**src/rtl/ecc_cap_pkg.sv**
```systemverilog
package ecc_cap_pkg;
  localparam int DW = 32;
  localparam int OFFW = 2;
  localparam logic [OFFW-1:0] OFF_CTRL = 2'd0;
  localparam logic [OFFW-1:0] OFF_STAT = 2'd1;
  localparam logic [OFFW-1:0] OFF_UADR = 2'd2;
  localparam logic [OFFW-1:0] OFF_CADR = 2'd3;
  localparam logic [3:0] EN_KEY = 4'hA;
  localparam int UNC_BIT = 8;
  localparam int COR_BIT = 0;

  function automatic logic key_match(input logic [DW-1:0] ctrl);
    return ctrl[3:0] == EN_KEY;
  endfunction

  function automatic logic [DW-1:0] stat_word(input logic unc, input logic cor);
    logic [DW-1:0] w;
    w = '0;
    w[UNC_BIT] = unc;
    w[COR_BIT] = cor;
    return w;
  endfunction
endpackage

```
**src/rtl/ecc_cap_regif.sv**
```systemverilog
module ecc_cap_regif
  import ecc_cap_pkg::*;
(
  input  logic            clk,
  input  logic            rst_n,
  input  logic            bus_sel,
  input  logic            bus_wr,
  input  logic [OFFW-1:0] bus_off,
  input  logic [DW-1:0]   bus_wdata,
  output logic [DW-1:0]   ctrl_q,
  output logic            key_ok,
  output logic            clr_unc,
  output logic            clr_cor,
  output logic            rd_unc
);
  logic wr_ctrl, wr_stat;

  assign wr_ctrl = bus_sel && bus_wr && (bus_off == OFF_CTRL);
  assign wr_stat = bus_sel && bus_wr && (bus_off == OFF_STAT);
  assign rd_unc  = bus_sel && !bus_wr && (bus_off == OFF_UADR);
  assign clr_unc = wr_stat && bus_wdata[UNC_BIT];
  assign clr_cor = wr_stat && bus_wdata[COR_BIT];
  assign key_ok  = key_match(ctrl_q);

  always_ff @(posedge clk) begin
    if (!rst_n) ctrl_q <= '0;
    else if (wr_ctrl) ctrl_q <= bus_wdata;
  end
endmodule

```
**src/rtl/ecc_unc_capture.sv**
```systemverilog
module ecc_unc_capture #(
  parameter int AW = 24
) (
  input  logic        clk,
  input  logic        rst_n,
  input  logic        en,
  input  logic        evt,
  input  logic [AW-1:0] addr,
  input  logic        dma,
  input  logic        clr,
  input  logic        release_rd,
  output logic        flag,
  output logic        frozen,
  output logic [AW:0] addr_q,
  output logic        capture
);
  assign capture = en && evt && !frozen;

  always_ff @(posedge clk) begin
    if (!rst_n) begin
      flag   <= 1'b0;
      frozen <= 1'b0;
      addr_q <= '0;
    end else begin
      if (capture) flag <= 1'b1;
      else if (clr) flag <= 1'b0;
      if (capture) begin
        frozen <= 1'b1;
        addr_q <= {dma, addr};
      end else if (release_rd) begin
        frozen <= 1'b0;
      end
    end
  end
endmodule

```
**src/rtl/ecc_cor_capture.sv**
```systemverilog
module ecc_cor_capture #(
  parameter int AW = 24
) (
  input  logic        clk,
  input  logic        rst_n,
  input  logic        en,
  input  logic        evt,
  input  logic [AW-1:0] addr,
  input  logic        dma,
  input  logic        clr,
  output logic        flag,
  output logic [AW:0] addr_q
);
  logic hit;
  assign hit = en && evt;

  always_ff @(posedge clk) begin
    if (!rst_n) begin
      flag   <= 1'b0;
      addr_q <= '0;
    end else begin
      if (hit) begin
        flag   <= 1'b1;
        addr_q <= {dma, addr};
      end else if (clr) begin
        flag <= 1'b0;
      end
    end
  end
endmodule

```
**src/rtl/ecc_err_capture.sv**
```systemverilog
module ecc_err_capture
  import ecc_cap_pkg::*;
#(
  parameter int AW = 24
) (
  input  logic          clk,
  input  logic          rst_n,
  input  logic          evt_sbe,
  input  logic          evt_dbe,
  input  logic [AW-1:0] evt_addr,
  input  logic          evt_dma,
  input  logic          bus_sel,
  input  logic          bus_wr,
  input  logic [1:0]    bus_off,
  input  logic [31:0]   bus_wdata,
  output logic [31:0]   bus_rdata,
  output logic          err_irq
);
  localparam int PAD = DW - 1 - AW;

  logic [DW-1:0] ctrl_q;
  logic key_ok, clr_unc, clr_cor, rd_unc;
  logic unc_flag, unc_frozen, unc_capture, cor_flag;
  logic [AW:0] unc_addr_q, cor_addr_q;

  function automatic logic [DW-1:0] addr_word(input logic [AW:0] a);
    return {a[AW], {PAD{1'b0}}, a[AW-1:0]};
  endfunction

  ecc_cap_regif u_regif (
    .clk(clk), .rst_n(rst_n), .bus_sel(bus_sel), .bus_wr(bus_wr),
    .bus_off(bus_off), .bus_wdata(bus_wdata), .ctrl_q(ctrl_q),
    .key_ok(key_ok), .clr_unc(clr_unc), .clr_cor(clr_cor), .rd_unc(rd_unc)
  );

  ecc_unc_capture #(.AW(AW)) u_unc (
    .clk(clk), .rst_n(rst_n), .en(key_ok), .evt(evt_dbe), .addr(evt_addr),
    .dma(evt_dma), .clr(clr_unc), .release_rd(rd_unc), .flag(unc_flag),
    .frozen(unc_frozen), .addr_q(unc_addr_q), .capture(unc_capture)
  );

  ecc_cor_capture #(.AW(AW)) u_cor (
    .clk(clk), .rst_n(rst_n), .en(key_ok), .evt(evt_sbe), .addr(evt_addr),
    .dma(evt_dma), .clr(clr_cor), .flag(cor_flag), .addr_q(cor_addr_q)
  );

  always_comb begin
    case (bus_off)
      OFF_CTRL: bus_rdata = ctrl_q;
      OFF_STAT: bus_rdata = stat_word(unc_flag, cor_flag);
      OFF_UADR: bus_rdata = addr_word(unc_addr_q);
      default:  bus_rdata = addr_word(cor_addr_q);
    endcase
  end

  assign err_irq = unc_flag;
endmodule

```
**config.mk**
```make
export PLATFORM = sky130hd
export DESIGN_NAME = ecc_err_capture
export DESIGN_NICKNAME = d
export VERILOG_FILES = /design/src/rtl/ecc_cap_pkg.sv /design/src/rtl/ecc_cap_regif.sv /design/src/rtl/ecc_unc_capture.sv /design/src/rtl/ecc_cor_capture.sv /design/src/rtl/ecc_err_capture.sv
export SDC_FILE = /design/constraint.sdc
export NUM_CORES = 1
export LEC_CHECK = 0
export BUFFER_PORTS_ARGS = -buffer_cell sky130_fd_sc_hd__clkbuf_2
export CORE_AREA = 3 3 119 121
export CTS_CLUSTER_DIAMETER = 60
export DETAILED_ROUTE_END_ITERATION = 10
export DIE_AREA = 0 0 122 124
export GPL_TIMING_DRIVEN = 0
export HOLD_SLACK_MARGIN = 0.03
export PLACE_DENSITY = 0.47
export SLEW_MARGIN = 20
export SYNTH_ARGS = -nofsm -noshare
export SYNTH_HDL_FRONTEND = slang
export SYNTH_SLANG_ARGS = --single-unit
```
**constraint.sdc**
```tcl
create_clock -name clk -period 1.5 [get_ports clk]
set_input_delay 0.3 -clock clk [delete_from_list [all_inputs] [get_ports clk]]
set_output_delay 0.3 -clock clk [all_outputs]
set_load 0.005 [all_outputs]
```
==> flow_summary.toml <==
[run_status]
status = "finished, violations left"
violations = "negative setup slack"

[synth]
syn-num-nets = 501
synth.avg_cell_area_sq_um = 8.49
synth_top_area_share_pct = 46.0
synth_area_leader_cell = "dfxtp_1"
synth_cell_types = 21
ys_top_cells_by_area = "dfxtp_1 (46%), mux2i_1 (20%), nand2_1 (17%)"
yosysWarningCount = 0
synth-seq-area-share_pct = 46.0
synthCells = 436
synth.cell_area_sq_mm = 0.00370
synth-seq-cells = 85

[detailed_routing]
postRouteAntennaNets = 0
drt-wirelength-per-cell_um = 16.0
vias = 3298
drt-initial-drc-count = 188
via_per_inst = 4.50
drc_errors = 0
routed_wl_um = 11700
first_pass_iters = 6

[die]
initial_core_util_pct = 28.1
die_w_um = 122
fp.dieH_um = 124
die-area_sq_mm = 0.0151
row_count = 42
fp.coreArea_sq_mm = 0.0132
ios = 98

[power]
p_per_area_mw_per_mm2 = 947
seqPwrFrac_pct = 48.7
power_mw = 4.70
switchingPower_mw = 1.08
power.share.clock_pct = 42.5
pwr-share-comb_pct = 8.8
power.leakage_nw = 2.35
irDropWorstVdd_mv = 0.530
internal-power_mw = 3.62
p_sw_share_pct = 22.9

[timing]
setup_violations = 2
finClkSkew_ns = 0.00368
rsz0062_at_grt = "true"
fmax_mhz = 643
fin_setup_tns_ns = -0.0888
final.min_clock_period_ns = 1.55
drv_slew = 0
slew_headroom_pct = 58.0
worst_slew_pin_slew_ns = 0.630
finalCritPeriodShare_pct = 104
setup_ws_ns = -0.0548
hold_violations = 0

[grt]
grt_use_met1_pct = 20.1
antenna_found_initial = 0
grt_usage_pct = 15.4
grt_pass1_vias = 3398
met3_usage_pct = 4.09
busiest_layer = "met2"
grt_max_degree = 13
grt_pass1_wl_um = 17700
grt.overflow.total = 0
grt_util_met2_pct = 25.4

[cts]
h-tree-depth = 3
cts_tree = "yes"
cts_root_buffer = "clkbuf_16"
numClockSinks = 85
cts_buffers = 9
clk_latency_ns = 0.33
clockBufferDepth = 2
cts_hold_buffers = 0
clkSlewWorstSetupHoldPaths_ns = 0.06

[flow_run]
maxCapViolCount = 0

[layout]
fin_util_pct = 37.6
n_antenna_cell = 0
drive_gt1_share_pct = 27.1
nets = 618
layout-area-overhead-vs-synth_pct = 33.9

[place]
gp_congestion = 0.745
post-dp-hpwl_um = 8210
pre_cts_slack_ns = -0.530
port_buffers = 96

[worst_setup_path]
worstPathRequired_ns = 1.20
endpoint_kind = "output pin"
crit_fanout = 3
cp-start-kind = "register"
worst-setup-path-type = "register to output pin"
worstPathArrival_ns = 1.25

[hold_path]
min_path_type = "input pin to register"
area by class of cell:
class | instances | area (sq um)
plain buffers | 32 | 238
clock buffers | 13 | 250
clock inverters | 2 | 10.0
fillers | 1391 | 8230
inverters | 1 | 3.75
multi-input cells | 316 | 1850
flip-flops and latches | 85 | 1700
well taps | 176 | 220
repair buffers | 108 | 679
what timing repair did:
action / CTS / global route
gates cloned: 1 / 4
setup endpoints to repair: 32 / 31
setup buffers: 5 / 2
pin swaps: 2 / 3
resized for setup: 46 / 11
kinds of logic after synthesis:
kind of cell	count (synthesis)	share of synthesized area, %
buffers and inverters	35	4.80
AND/OR/NAND/NOR	181	20.0
AO/OA/AOI/OAI	60	8.25
multiplexers	75	21.0
flip-flops	85	46.0
path summary, 6_finish.rpt:
| path | start | cells after the start | slack [ns] | to |
|---|---|---|---|---|
| worst min register to register | u_regif.ctrl_q[27] | 2 | 0.45 | u_regif.ctrl_q[27] |
| worst max-delay path | u_regif.ctrl_q[0] | 2 | -0.05 | bus_rdata[0] |
| worst min-delay path | bus_wdata[30] | 3 | 0.18 | u_regif.ctrl_q[30] |
| worst max register to register | u_regif.ctrl_q[2] | 4 | 0.09 | u_cor.addr_q[12] |
synth_stat cells:
cell       number
and2_1          8
buf_1           1
nand2_1       165
and4bb_2        1
mux2i_1        73
mux4_2          2
clkinv_1        1
nand2_2         1
nand3b_1        1
o21ai_0        23
o21bai_1        2
buf_2          10
a21oi_1        35
nand4bb_1       2
and4b_1         1
dfxtp_1        85
nor4bb_1        1
clkbuf_1       17
buf_4           3
nor2_1          1
buf_6           3
metrics by stage:
| stage | cell area (sq um) | hold slack [ns] | instances |
|---|---|---|---|
| after floorplan | 3700 | 0.431 | 436 |
| after global placement | 4400 | 0.438 | 708 |
| after detailed placement | 4400 | 0.443 | 708 |
| after CTS | 4840 | 0.173 | 728 |
| after global routing | 4960 | 0.177 | 733 |
| final | 4960 | 0.184 | 733 |
worst max-delay path, stage by stage, from the launching register on:
cell and delay (ns):
dfxtp_2 0.33, mux4_2 0.47, clkbuf_2 0.13
layout by cell type (no fill, tap or decap), types with 3 or more instances in the layout:
master | netlist | routed
o21ai_2 | 0 | 4
a21oi_1 | 35 | 35
o21ai_0 | 23 | 6
clkbuf_1 | 17 | 17
and2_1 | 8 | 7
buf_8 | 0 | 3
mux2i_1 | 73 | 71
buf_12 | 0 | 3
clkbuf_2 | 0 | 94
o21ai_1 | 0 | 13
dfxtp_1 | 85 | 83
buf_2 | 10 | 7
buf_6 | 3 | 5
clkbuf_16 | 0 | 13
nand2_1 | 165 | 165
buf_4 | 3 | 7
per-layer routing:
metal / vias up / part of all wire, %
met3: 10 / 6.7
li1: 1676 / -
met1: 1519 / 46
met4: 0 / 1.1
met2: 93 / 46
met5: - / 0
flip-flops by register name, summed over array words and instances, names as in the netlist:
register        flops
u_unc.flag          1
u_unc.addr_q       25
u_cor.addr_q       25
u_cor.flag          1
u_regif.ctrl_q     32
u_unc.frozen        1
power by group through the flow:
stage	sequential [mW]	clock [mW]	combinational (mW)
6_report	2.29	2.00	0.411
5_1_grt	2.29	2.12	0.449
4_1_cts	2.29	2.06	0.384
3_5_place_dp	2.34	0	0.331
3_3_place_gp	2.34	0	0.329
2_1_floorplan	2.33	0	0.159
No activity file was read; power rests on OpenSTA's default activity.
